**src/rtl/iqm_pkg.sv**
```systemverilog
package iqm_pkg;

  // Kind of word carried on the merged bus.
  typedef enum logic {
    WORD_I = 1'b0,
    WORD_Q = 1'b1
  } iq_kind_e;

  // Number of bits set in a strobe vector (vector width capped at 32).
  function automatic int unsigned strobe_count(input logic [31:0] v, input int unsigned n);
    int unsigned c;
    c = 0;
    for (int unsigned i = 0; i < n; i++) begin
      if (v[i]) c++;
    end
    return c;
  endfunction

endpackage

```
**src/rtl/iqm_src_latch.sv**
```systemverilog
// Per-source capture stage: loads only when the source strobe is high and
// tracks the word position inside the current strobe run.
module iqm_src_latch
  import iqm_pkg::*;
#(
  parameter int unsigned DW = 16
) (
  input  logic          clk,
  input  logic          rst_n,
  input  logic          vld,
  input  logic [DW-1:0] din,
  output logic [DW-1:0] lat_q,
  output iq_kind_e      kind
);

  logic phase_q;

  always_ff @(posedge clk) begin
    if (!rst_n) begin
      lat_q <= '0;
    end else if (vld) begin
      lat_q <= din;
    end
  end

  // Phase toggles each strobe cycle and returns to I once the strobe drops.
  always_ff @(posedge clk) begin
    if (!rst_n) begin
      phase_q <= 1'b0;
    end else if (vld) begin
      phase_q <= ~phase_q;
    end else begin
      phase_q <= 1'b0;
    end
  end

  assign kind = phase_q ? WORD_Q : WORD_I;

  // the Q phase is reached only from an I phase with the strobe held high.
  a_r3_phase_from_strobe: assert property (@(posedge clk) disable iff (!rst_n)
    phase_q |-> ($past(vld) && !$past(phase_q)));

endmodule

```
**src/rtl/iqm_prio.sv**
```systemverilog
// Fixed-priority pick among the strobes, with a sticky collision flag.
module iqm_prio
  import iqm_pkg::*;
#(
  parameter int unsigned N  = 4,
  localparam int unsigned IW = (N > 1) ? $clog2(N) : 1
) (
  input  logic          clk,
  input  logic          rst_n,
  input  logic [N-1:0]  vld,
  output logic          any,
  output logic [IW-1:0] idx,
  output logic          collision
);

  logic [N-1:0] grant;
  logic         multi;

  // The downward scan leaves the lowest requesting index in idx.
  always_comb begin
    idx   = '0;
    grant = '0;
    for (int i = N - 1; i >= 0; i--) begin
      if (vld[i]) begin
        idx   = IW'(i);
        grant = N'(1) << i;
      end
    end
  end

  assign any   = |vld;
  assign multi = strobe_count(32'(vld), N) > 1;

  always_ff @(posedge clk) begin
    if (!rst_n) begin
      collision <= 1'b0;
    end else if (multi) begin
      collision <= 1'b1;
    end
  end

  a_r7_grant_onehot: assert property (@(posedge clk) disable iff (!rst_n)
    $onehot0(grant));

  a_r7_lowest_wins: assert property (@(posedge clk) disable iff (!rst_n)
    any |-> ((vld & (grant - N'(1))) == '0) && ((vld & grant) != '0));

  a_r8_sticky: assert property (@(posedge clk) disable iff (!rst_n)
    collision |=> collision);

endmodule

```
**src/rtl/iqm_out_stage.sv**
```systemverilog
// Selection register and shared output register.
module iqm_out_stage
  import iqm_pkg::*;
#(
  parameter int unsigned N  = 4,
  parameter int unsigned DW = 16,
  localparam int unsigned IW = (N > 1) ? $clog2(N) : 1
) (
  input  logic                 clk,
  input  logic                 rst_n,
  input  logic                 any,
  input  logic [IW-1:0]        idx,
  input  logic [N-1:0]         kind_bus,
  input  logic [N-1:0][DW-1:0] lat_bus,
  output logic [DW-1:0]        out_data,
  output logic                 out_valid,
  output logic                 out_iq
);

  logic          any_q;
  logic [IW-1:0] sel_q;
  logic          iq_q;

  // Stage 1: note which latch now holds the winning word, and its kind.
  always_ff @(posedge clk) begin
    if (!rst_n) begin
      any_q <= 1'b0;
      sel_q <= '0;
      iq_q  <= 1'b0;
    end else begin
      any_q <= any;
      if (any) begin
        sel_q <= idx;
        iq_q  <= kind_bus[idx];
      end
    end
  end

  // Stage 2: the shared register loads only when some strobe was seen.
  always_ff @(posedge clk) begin
    if (!rst_n) begin
      out_data  <= '0;
      out_valid <= 1'b0;
      out_iq    <= 1'b0;
    end else begin
      out_valid <= any_q;
      if (any_q) begin
        out_data <= lat_bus[sel_q];
        out_iq   <= iq_q;
      end
    end
  end

  a_r5_hold_when_idle: assert property (@(posedge clk) disable iff (!rst_n)
    !out_valid |-> $stable(out_data));

endmodule

```
**src/rtl/iqm_merge_top.sv**
```systemverilog
module iqm_merge_top
  import iqm_pkg::*;
#(
  parameter int unsigned N  = 4,
  parameter int unsigned DW = 16,
  localparam int unsigned IW = (N > 1) ? $clog2(N) : 1
) (
  input  logic          clk,
  input  logic          rst_n,
  input  logic [N-1:0]  src_vld,
  input  logic [N*DW-1:0] src_data,
  output logic [DW-1:0] out_data,
  output logic          out_valid,
  output logic          out_iq,
  output logic          collision
);

  logic [N-1:0][DW-1:0] lat_bus;
  logic [N-1:0]         kind_bus;
  logic                 any;
  logic [IW-1:0]        idx;

  for (genvar k = 0; k < N; k++) begin : g_src
    iq_kind_e kind_k;
    iqm_src_latch #(.DW(DW)) u_latch (
      .clk   (clk),
      .rst_n (rst_n),
      .vld   (src_vld[k]),
      .din   (src_data[k*DW +: DW]),
      .lat_q (lat_bus[k]),
      .kind  (kind_k)
    );
    assign kind_bus[k] = (kind_k == WORD_Q);
  end

  iqm_prio #(.N(N)) u_prio (
    .clk       (clk),
    .rst_n     (rst_n),
    .vld       (src_vld),
    .any       (any),
    .idx       (idx),
    .collision (collision)
  );

  iqm_out_stage #(.N(N), .DW(DW)) u_out (
    .clk       (clk),
    .rst_n     (rst_n),
    .any       (any),
    .idx       (idx),
    .kind_bus  (kind_bus),
    .lat_bus   (lat_bus),
    .out_data  (out_data),
    .out_valid (out_valid),
    .out_iq    (out_iq)
  );

  // every output word traces back to a strobe two cycles earlier.
  a_r4_valid_has_source: assert property (@(posedge clk) disable iff (!rst_n)
    out_valid |-> $past(|src_vld, 2));

  // a Q word on the bus always directly follows another valid word.
  a_r3_q_follows_word: assert property (@(posedge clk) disable iff (!rst_n)
    (out_valid && out_iq) |-> $past(out_valid));

endmodule

```
**config.mk**
```make
export PLATFORM = sky130hd
export DESIGN_NAME = iqm_merge_top
export DESIGN_NICKNAME = d
export VERILOG_FILES = /design/src/rtl/iqm_pkg.sv /design/src/rtl/iqm_src_latch.sv /design/src/rtl/iqm_prio.sv /design/src/rtl/iqm_out_stage.sv /design/src/rtl/iqm_merge_top.sv
export SDC_FILE = /design/constraint.sdc
export NUM_CORES = 1
export LEC_CHECK = 0
export BUFFER_PORTS_ARGS = -buffer_cell sky130_fd_sc_hd__buf_2
export CORE_MARGIN = 2
export CORE_UTILIZATION = 54
export CTS_BUF_LIST = sky130_fd_sc_hd__clkbuf_16
export CTS_CLUSTER_DIAMETER = 150
export DETAILED_ROUTE_END_ITERATION = 8
export PLACE_DENSITY = 0.8
export SYNTH_ARGS = -nofsm -noshare
export SYNTH_HDL_FRONTEND = slang
export SYNTH_HIERARCHICAL = 1
export SYNTH_SLANG_ARGS = --single-unit
```
**constraint.sdc**
```tcl
create_clock -name clk -period 1.6 [get_ports clk]
set_input_delay 0.08 -clock clk [delete_from_list [all_inputs] [get_ports clk]]
set_output_delay 0.08 -clock clk [all_outputs]
set_load 0.005 [all_outputs]
```
== Word level (Yosys, flattened, before mapping) ==
Index checks and enable logic that the tools add are counted.
Widths: inputs -> output; s select.

* Register bits: 91
* Bits in latches: 0
* Memory bits (writable): 0
* ROM bits: 0
* Bits of input ports: 70
* Output and inout port bits: 19
* Word-level logic and storage cells: 46
* Memories kept: 0

* Add/subtract/negate cells: 3
* Multipliers: 0
* Div/mod/pow operators: 0
* Order comparisons: 3
* Equal/unequal tests: 0
* Shift operators: 0
* Muxes and demuxes: 16
* Bitwise logic cells: 4
* Reduce and logical (&&, ||, !) cells: 5

{| class="wikitable"
|+ Operators by type and width
! cell !! count
|-
| $mux 32 || 3
|-
| $add 32x1->32 const B || 2
|-
| $bmux 16 s2 || 1
|-
| $gt 32x1->1 const B || 1
|-
| $mux 16 || 1
|-
| $mux 2 || 4
|-
| $reduce_and 2->1 || 4
|-
| $lt 2x3->1 const B || 2
|-
| $mux 1 || 6
|-
| $not 1->1 || 4
|-
| $reduce_or 4->1 || 1
|-
| $add 1x1->2 const B || 1
|-
| $bmux 1 s2 || 1
|}

== Longest topological paths before layout ==
Gate-level depths: netlist of the first run.

* Word-level depth: 8
* Depth in mapped cells: 7

== Cells and area by module ==
The synthesis of the first run kept the hierarchy.

{| class="wikitable"
|+ By module, submodules not included
! module !! times used !! cells an instance !! area an instance (sq um) !! seq. area each (sq um)
|-
| iqm_src_latch || 4 || 53 || 645.6 || 340.3
|-
| iqm_out_stage || 1 || 113 || 1337.5 || 440.4
|-
| iqm_prio || 1 || 23 || 170.2 || 20.0
|}

== Least setup slack after synthesis of the first run ==
OpenSTA, ideal clock, no wires.

* Path kind: input to register
* Start point: in src_vld[0]
* End point: reg u_prio.collision
* Setup time: 0.124 ns
* Data arrival time: 1.033 ns
* Path slack: 0.443 ns
* Stages on the path: 6
* Buffers on the path: 0
* Path through: inv_1 > ha_1 > xor2_1 > ha_1 > a21oi_1 > a31oi_1

* Word-level cells in the longest chain between the ends: 8

{| class="wikitable"
|+ Ends and longest elaborated chain
! element !! line !! RTL
|-
| start, declared || iqm_merge_top.sv:10 || <nowiki>input logic [N-1:0] src_vld,</nowiki>
|-
| $mux 1 (*) || iqm_pkg.sv:14 || <nowiki>if (v[i]) c++;</nowiki>
|-
| $add 1x1->2 || iqm_pkg.sv:14 ||
|-
| $mux 32 (*) || iqm_pkg.sv:14 ||
|-
| $add 32x1->32 || iqm_pkg.sv:14 ||
|-
| $mux 32 (*) || iqm_pkg.sv:14 ||
|-
| $add 32x1->32 || iqm_pkg.sv:14 ||
|-
| $mux 32 (*) || iqm_pkg.sv:14 ||
|-
| $gt 32x1->1 (*) || iqm_prio.sv:32 || <nowiki>assign multi = strobe_count(32'(vld), N) > 1;</nowiki>
|-
| end signal, assigned || iqm_prio.sv:36 || <nowiki>collision <= 1'b0;</nowiki>
|-
| end signal, assigned || iqm_prio.sv:38 || <nowiki>collision <= 1'b1;</nowiki>
|-
| end, declared || iqm_prio.sv:13 || <nowiki>output logic collision</nowiki>
|}

Mark *: on every way between the ends. The rest lies on a longest branch, timed or not.
A chain may end at the register's enable or synchronous reset.

==> metrics.md, run 1 <==
| Metric | Value |
|---|---|
| Max Cap Violations | `0` |
| RSZ-0062 raised after global routing | `no` |
| Root cell of the clock tree | `clkbuf_16` |
| Final Cycle Share | `between 70% and 80%` |
| Hold path startpoint | `src_data[60]` |
| GR Overflow Total | `0` |
| FILL cells | `a little over 600` |
| Hpwl dp | `about 5.7 mm` |
| WHS | `about 0.0062 ns` |
| Clock-pin transition on the worst setup and hold timing paths | `~0.060 ns` |
| Synth Flop Type | `dfxtp_1` |
| CTS max path bufs | `2` |
| CP required | `roughly 1.8 ns` |
| Drt first pass iters | `4` |
| Seq/Total Area, Yosys | `44.5%` |
| H-tree depth | `3` |
| Most common cell after layout, fill and taps aside | `mux2i_1` |
| First-pass GRT wire length | `between 10 and 15 mm` |
| Status | `finished, final reports clean` |
| Sw Share | `around 25%` |
| Synthesized area per cell | `between 10 and 15 um2` |
| WHS Endpoint | `g_src[3].u_latch/lat_q[12]$_SDFFE_PN0P_` |
| Clock Latency Late Sink | `between 0.3 and 0.4 ns` |
| Fraction of registers with async set/reset | `0%` |
| HP Class | `input pin to flip-flop` |
| Rel. slew slack | `between 60% and 70%` |
| Critical path buffer and inverter count | `0` |
| Mapped Cells | `between 300 and 400` |
| Setup TNS | `0 ns` |
| Min cycle time layout | `around 1.3 ns` |
| Critical path startpoint category | `flip-flop` |
| CP endpoint kind | `flip-flop` |
| Die W | `91.0 um` |
| Reg2reg start | `u_out/any_q$_SDFF_PN0_` |
| Mean routed wirelength per cell | `between 15 and 20 um` |
| Leakage | `around 0.0021 uW` |
| Site Rows | `31` |
| TritonCTS clock tree | `yes` |
| Net switching power figure | `between 1000 and 1500 uW` |
| Total stage count of the critical path | `2` |
| GPL Wtd Cong | `between 0.7 and 0.8` |
| Die area | `8290 um2` |
| Critical path's slowest cell | `dfxtp_1` |
| Drt drc | `0` |
| P_int | `3770 uW` |
| Length in cells of the worst reg-to-reg path | `2` |
| CP Launch Point | `u_out/any_q$_SDFF_PN0_` |
| Vias in the first global route | `around 2800` |
| CTS buffer count | `9` |
| Nets | `512` |
| Number of synthesized flops with an enable pin | `0` |
| Flop pwr share | `49.3%` |
| Worst-case vdd ir drop | `0.571 mV` |
| Reg2Reg Capture Point | `u_out/out_data[0]$_SDFFE_PN0P_` |
| CP max stage delay | `0.55 ns` |
| Net Count, Synth | `422` |
| Fin Clk Skew | `between 0.004 and 0.005 ns` |
| Yosys warning count | `6` |
| Setup slack, reg-to-reg | `around 0.35 ns` |
| Post-CTS sizing | `0` |
| Via count | `between 2000 and 3000` |
| Mapped cell area | `around 4100 um2` |
| Initial core utilization | `56.1%` |
| Pins Over Slew Limit | `0` |
| Power Density | `1030 nW/um2` |
| Overall Global Routing Usage | `around 20%` |
| Initial DRC Count | `between 90 and 100` |
| Antenna violations before repair | `0` |
| I/O pin count | `89` |
| Crit-path cells | `nand3_4, o221ai_1` |
| Critical-path maximum fanout | `16` |
| Clock power share | `38.9%` |
| Worst-Margin Slew | `between 0.4 and 0.5 ns` |
| Hold Fails Final Rpt | `0` |
| Largest net degree at the start of global routing | `55` |
| Post-Route WL | `between 8 and 9 mm` |
| Hold Crit Depth | `3` |
| DR vias/cell | `around 5.1` |
| Die height | `between 90 and 100 um` |
| Placeable Area | `about 7300 um2` |
| Most frequent cells in the layout | `101 x mux2i_1, 90 x dfxtp_1, 88 x buf_2, 67 x nor2b_1, 18 x nand3b_1` |
| Logic pwr share | `a little under an eighth` |
| Fmax | `0.797 GHz` |
| P&R area growth vs syn | `18.3%` |
| Setup CP Type | `flip-flop to flip-flop` |
| Seq cells post-synth | `a little over 90` |
| Inserted Diodes | `0` |
| CP delay by family, top | `flip-flops` |
| Count of cell types in the netlist | `28` |
| Fraction of layout cells with a size suffix above 1 | `between 20% and 30%` |
| Data arrival, critical path | `roughly 1.5 ns` |
| Port Buffer Count | `between 80 and 90` |
| ANT nets after route | `0` |
| CTS Sinks | `a little over 90` |
| Final setup fails | `0` |
## cell type report
cell class	count	area, um2	area share (%)
Clock buffer	9	225	4.65
Clock inverter	7	53.8	1.11
Timing Repair Buffer	103	593	12.3
Sequential cell	91	1820	37.7
Tap cell	99	124	2.56
Multi-Input combinational cell	230	2010	41.5
Inverter	3	11.3	0.233
## per-layer routing
| layer | track usage (%) | vias to the layer above | part of all wire, % |
|---|---|---|---|
| met4 | 6.82 | 0 | 1.1 |
| met5 | 0 | - | 0 |
| met1 | 24.4 | 1284 | 43 |
| li1 | - | 1418 | - |
| met3 | 3.82 | 10 | 4.5 |
| met2 | 35.6 | 64 | 51 |
## synth_stat cells (all sizes together), types with 3 or more instances
cell	count	area share, %
o221ai	17	5.3
ha	4	1.2
mux2i	101	25
nand3b	19	3.8
dfxtp	91	45
and3b	4	0.98
nor2b	67	10
buf	19	5.6
inv	3	0.28
nand3	3	0.67
a21oi	3	0.37
clkbuf	5	0.46
## flip-flops by register name (all words and copies together) (netlist names)
register and count:
u_out/iq_q 1, u_out/out_valid 1, u_prio/collision 1, u_out/any_q 1
u_out/out_iq 1, u_out/sel_q 2, g_src.u_latch/phase_q 4, u_out/out_data 16
g_src.u_latch/lat_q 64
## per-stage QoR
stage	std cells	instance area, um2	total power, uW	util, %	setup slack [ns]
2_1_floorplan	348	4090	2920	-	0.443
3_3_place_gp	520	4500	3080	61.7	0.304
3_5_place_dp	520	4500	3100	61.7	0.234
4_1_cts	541	4830	5070	66.2	0.342
5_1_grt	542	4840	5220	66.4	0.235
6_report	542	4840	5000	66.4	0.345
## worst min-delay path: stages
cell and delay, ns:
buf_2 0.07, mux2i_1 0.05, nor2b_1 0.09
## cells by family (layout without fill, tap and decap cells)
logic type	Yosys count	in the layout	share of synthesized area [%]
adder cells (fa/ha/maj)	4	4	1.22
buffers and inverters	27	122	6.33
XOR/XNOR	2	2	0.428
AO/OA/AOI/OAI	22	22	6.06
AND/OR/NAND/NOR	101	101	16.7
flip-flops	91	91	44.5
multiplexers	101	101	24.7
## worst max path at each step
stage	endpoint
after floorplan	u_prio/collision$_SDFFE_PN0N_
after global placement	u_prio/collision$_SDFFE_PN0N_
after detailed placement	u_prio/collision$_SDFFE_PN0N_
after CTS	u_out/out_data[0]$_SDFFE_PN0P_
after global routing	u_out/out_data[0]$_SDFFE_PN0P_
final	u_out/out_data[0]$_SDFFE_PN0P_
## power groups by stage
stage	clock, uW	combinational [uW]	sequential [uW]
final	1950	590	2470
after global placement	0	566	2520
after floorplan	0	423	2500
after CTS	2000	594	2470
after detailed placement	0	582	2520
after global routing	2090	648	2480
## timing repair
item                                    4_1_cts  5_1_grt
hold buffers                                  5        1
endpoints found under the setup margin        0        0
endpoints found under the hold margin         5        1
buffers inserted                              0        0
(Power assumes the default switching activity.)
==> inputs of run 2 (changes only) <==
--- a/config.mk
+++ b/config.mk
@@ -5,13 +5,14 @@
 export SDC_FILE = /design/constraint.sdc
 export NUM_CORES = 1
 export LEC_CHECK = 0
+export ABC_AREA = 1
 export BUFFER_PORTS_ARGS = -buffer_cell sky130_fd_sc_hd__buf_2
 export CORE_MARGIN = 2
-export CORE_UTILIZATION = 54
+export CORE_UTILIZATION = 55
 export CTS_BUF_LIST = sky130_fd_sc_hd__clkbuf_16
 export CTS_CLUSTER_DIAMETER = 150
 export DETAILED_ROUTE_END_ITERATION = 8
-export PLACE_DENSITY = 0.8
+export PLACE_DENSITY = 0.81
 export SYNTH_ARGS = -nofsm -noshare
 export SYNTH_HDL_FRONTEND = slang
 export SYNTH_HIERARCHICAL = 1
==> constraint.sdc (replaced) <==
create_clock -name clk -period 1.18 [get_ports clk]
set_input_delay 0.059 -clock clk [delete_from_list [all_inputs] [get_ports clk]]
set_output_delay 0.059 -clock clk [all_outputs]
set_load 0.005 [all_outputs]
==> metrics.md, run 2 <==
| Metric | Value |
|---|---|
| Status | `finished, final reports clean` |
| Nets | `809 (+58%)` |
| Leakage | `0.00273 uW (+29%)` |
| CTS buffer count | `9 (unchanged)` |
| Xor/xnor share of the synthesized area | `0.199% (-0.23 points)` |
| Post-Synth Adder-Cell Area | `1.14% (-0.088 points)` |
| CP delay by family, top | `flip-flops` |
| Die area | `8740 um2 (+5.5%)` |
| Net Count, Synth | `733 (+74%)` |
| Critical path's slowest cell | `dfxtp_1` |
| Top post-synthesis cells by count | `229 x nand2_1, 136 x nor2_1, 91 x dfxtp_1` |
| Port Buffer Count | `88 (unchanged)` |
| CP endpoint kind | `flip-flop` |
| Seq cells post-synth | `91 (unchanged)` |
| P&R area growth vs syn | `14.5%` |
| Die height | `93.5 um (+2.7%)` |
| CTS Sinks | `91 (unchanged)` |
| Min cycle time layout | `1.10 ns (-0.158 ns)` |
| TritonCTS clock tree | `yes` |
| Site Rows | `32 (+3.2%)` |
| Power Density | `1440 nW/um2 (+39%)` |
| Count of cell types in the netlist | `21 (-25%)` |
| FILL cells | `684 (+11%)` |
| GR Overflow Total | `0 (unchanged)` |
| Final Cycle Share | `92.9% (+15 points)` |
| Final instance area | `5050 um2 (+4.3%)` |
| Cell taking the most area after synthesis | `dfxtp_1` |
| HP Class | `input pin to flip-flop` |
| Fin Clk Skew | `0.00700 ns (+0.00202 ns)` |
| Setup CP Type | `flip-flop to flip-flop` |
| Critical path buffer and inverter count | `1 (+1)` |
| Post-CTS setup repair buffer count | `0 (unchanged)` |
| Vias in the first global route | `3664 (+30%)` |
| Initial core utilization | `57.0% (+0.92 points)` |
| Max Cap Violations | `0 (unchanged)` |
| Layout Cells excl Fill | `842 (+55%)` |
| CP required | `1.44 ns (-0.40 ns)` |
| GPL Wtd Cong | `0.827 (+9.0%)` |
| Critical-path maximum fanout | `17 (+1)` |
| Compound-cell area share of the yosys netlist | `5.54% (-0.52 points)` |
| Clock power share | `39.2% (+0.3 points)` |
| Overall Global Routing Usage | `22.5% (+2.4 points)` |
| Reg with most FFs | `g_src.u_latch/lat_q` |
| Hpwl dp | `6.89 mm (+20%)` |
| Mapped Cells | `659 (+89%)` |
| Rel. slew slack | `66.8% (-1.1 points)` |
| CP dominant cell by count | `nand2_1` |
| Placed cell area | `4720 um2 (+4.9%)` |
| Antenna violations before repair | `0 (unchanged)` |
| ANT nets after route | `0 (unchanged)` |
| Via count | `3995 (+44%)` |
| Root cell of the clock tree | `clkbuf_16` |
| Seq/Total Area, Yosys | `41.4% (-3.2 points)` |
| I/O pin count | `89 (unchanged)` |
| Top-count cell post-synth | `nand2_1` |
| Die W | `93.5 um (+2.7%)` |
| Mapped cell area | `4410 um2 (+7.7%)` |
| Synthesized area per cell | `6.69 um2 (-43%)` |
| Largest net degree at the start of global routing | `37 (-33%)` |
| Most common cell after layout, fill and taps aside | `nand2_1` |
| Fraction of layout cells with a size suffix above 1 | `17.8% (-12 points)` |
| Sw Share | `26.0% (+1.3 points)` |
| First-pass GRT wire length | `15.6 mm (+17%)` |
| Placed Cells | `826 (+59%)` |
| Largest family of logic cells by synthesized area | `simple AND/OR/NAND/NOR gates` |
| DR vias/cell | `4.74 (-7.4%)` |
| Clock-pin transition on the worst setup and hold timing paths | `0.06 ns (about the same)` |
| Inserted Diodes | `0 (unchanged)` |
| Crit-path cells | `buf_4, nand2_1, nand3_1, nand2_1, a21oi_1` |
| Drt drc | `0 (unchanged)` |
| H-tree depth | `3 (unchanged)` |
| Number of synthesized flops with an enable pin | `0 (unchanged)` |
| Worst-Margin Slew | `0.498 ns (+0.0169 ns)` |
| Share of the synthesized area in the top cell type | `41.4% (-3.2 points)` |
| RSZ-0062 raised after global routing | `no` |
| Logic pwr share | `13.9% (+2.1 points)` |
| Fraction of registers with async set/reset | `0% (unchanged)` |
| Dominant cells by area after synthesis | `dfxtp_1 41%, nand2_1 20%, nor2_1 12%, inv_1 6.4%, nand3_1 4.1%` |
| P_int | `5380 uW (+43%)` |
| CTS max path bufs | `2 (unchanged)` |
| Post-Synth Simple-Gate Area | `35.3% (+19 points)` |
| Largest register FFs | `64 (unchanged)` |
| Initial DRC Count | `129 (+36%)` |
| Critical path startpoint category | `flip-flop` |
| Post-cts hold buffer count | `0 (-5)` |
| Pins Over Slew Limit | `0 (unchanged)` |
| Post-synthesis mux area share | `0% (-25 points)` |
| Hold Fails Final Rpt | `0 (unchanged)` |
| Net switching power figure | `1890 uW (+53%)` |
| Worst-case vdd ir drop | `0.707 mV (+24%)` |
| CP max stage delay | `0.38 ns (-0.17 ns)` |
| Drt first pass iters | `4 (unchanged)` |
| Mean routed wirelength per cell | `11.4 um (-25%)` |
| Placeable Area | `7730 um2 (+6.0%)` |
| Top Registers | `g_src.u_latch/lat_q x64, u_out/out_data x16, g_src.u_latch/phase_q x4` |
| Fmax | `0.912 GHz (+14%)` |
| Clock Latency Late Sink | `0.33 ns (about the same)` |
| Post-Route WL | `9.57 mm (+16%)` |
| Most frequent cells in the layout | `229 x nand2_1, 136 x nor2_1, 91 x dfxtp_1, 88 x buf_2, 75 x inv_1` |
| Data arrival, critical path | `1.36 ns (-0.13 ns)` |
| Final setup fails | `0 (unchanged)` |
| Synth Flop Type | `dfxtp_1` |
| Flop pwr share | `46.9% (-2.4 points)` |
| Yosys warning count | `6 (unchanged)` |
run 2: cell types whose count changed in the layout (fill, tap and decap cells not counted), sizes merged, moves of 20 or more:
cell / change
o21ai: +20
nor2b: -67
nor2: +134
mux2i: -101
nand3: +33
inv: +75
nand2: +227
run 2: power by group through the flow:
stage / clock (uW) / sequential, uW / combinational, uW
after CTS: 2880 / 3410 / 1000
final: 2850 / 3410 / 1010
after floorplan: 0 / 3450 / 757
after global placement: 0 / 3470 / 965
after global routing: 3020 / 3430 / 1160
after detailed placement: 0 / 3480 / 998
run 2: worst paths after layout:
kind,cells past startpoint,start,endpoint,slack (ns)
hold / removal,5,src_data[51],g_src[3].u_latch/lat_q[3]$_SDFFE_PN0P_,0.01
setup reg to reg,5,u_out/sel_q[0]$_SDFFE_PN0P_,u_out/out_data[10]$_SDFFE_PN0P_,0.08
setup / recovery,5,u_out/sel_q[0]$_SDFFE_PN0P_,u_out/out_data[10]$_SDFFE_PN0P_,0.08
hold reg to reg,1,g_src[3].u_latch/phase_q$_SDFF_PN0_,g_src[3].u_latch/phase_q$_SDFF_PN0_,0.41
run 2: logic make-up after synthesis:
family | count (synthesis)
flops | 91
simple gates | 402
fa+ha+maj | 4
buf+inv | 118
compound gates | 43
xor+xnor | 1
run 2: metrics by stage:
stage                     power (uW)  utilization, %  setup slack, ns  TNS (ns)  hold slack [ns]
after global placement          4440            61.1           -0.148    -0.148            0.343
after detailed placement        4480            61.1           -0.221    -0.221            0.351
after CTS                       7300            65.0           0.0369         0          0.00611
final                           7270            65.3           0.0833         0           0.0119
after floorplan                 4210               -           0.0147         0            0.171
after global routing            7610            65.3          0.00392         0           0.0253
run 2: area by class of cell:
cell class                 count  area (um2)  area share [%]
clock buffer                   9         225            4.46
clock inverter                 7        76.3            1.51
inverter                      78         319            6.32
multi-input combinational    450        1870            37.1
sequential                    91        1820            36.1
tap                          102         128            2.53
timing repair buffer         105         606            12.0
run 2: worst min-delay path, cell delays in order:
cell	delay, ns
buf_2	0.07
inv_1	0.03
nand2_1	0.04
nand2_1	0.04
nor2_1	0.07
run 2: metal layers:
metal  global-route usage [%]  share of wire (%)
met1                     27.8                 45
met2                     38.8                 48
met3                     2.98                4.5
met4                     10.0                2.2
met5                        0                  0
run 2: timing repair:
| action | CTS | global route |
|---|---|---|
| endpoints found under the setup margin | 0 | 15 |
| resized for setup | 0 | 1 |
| endpoints found under the hold margin | 0 | 0 |
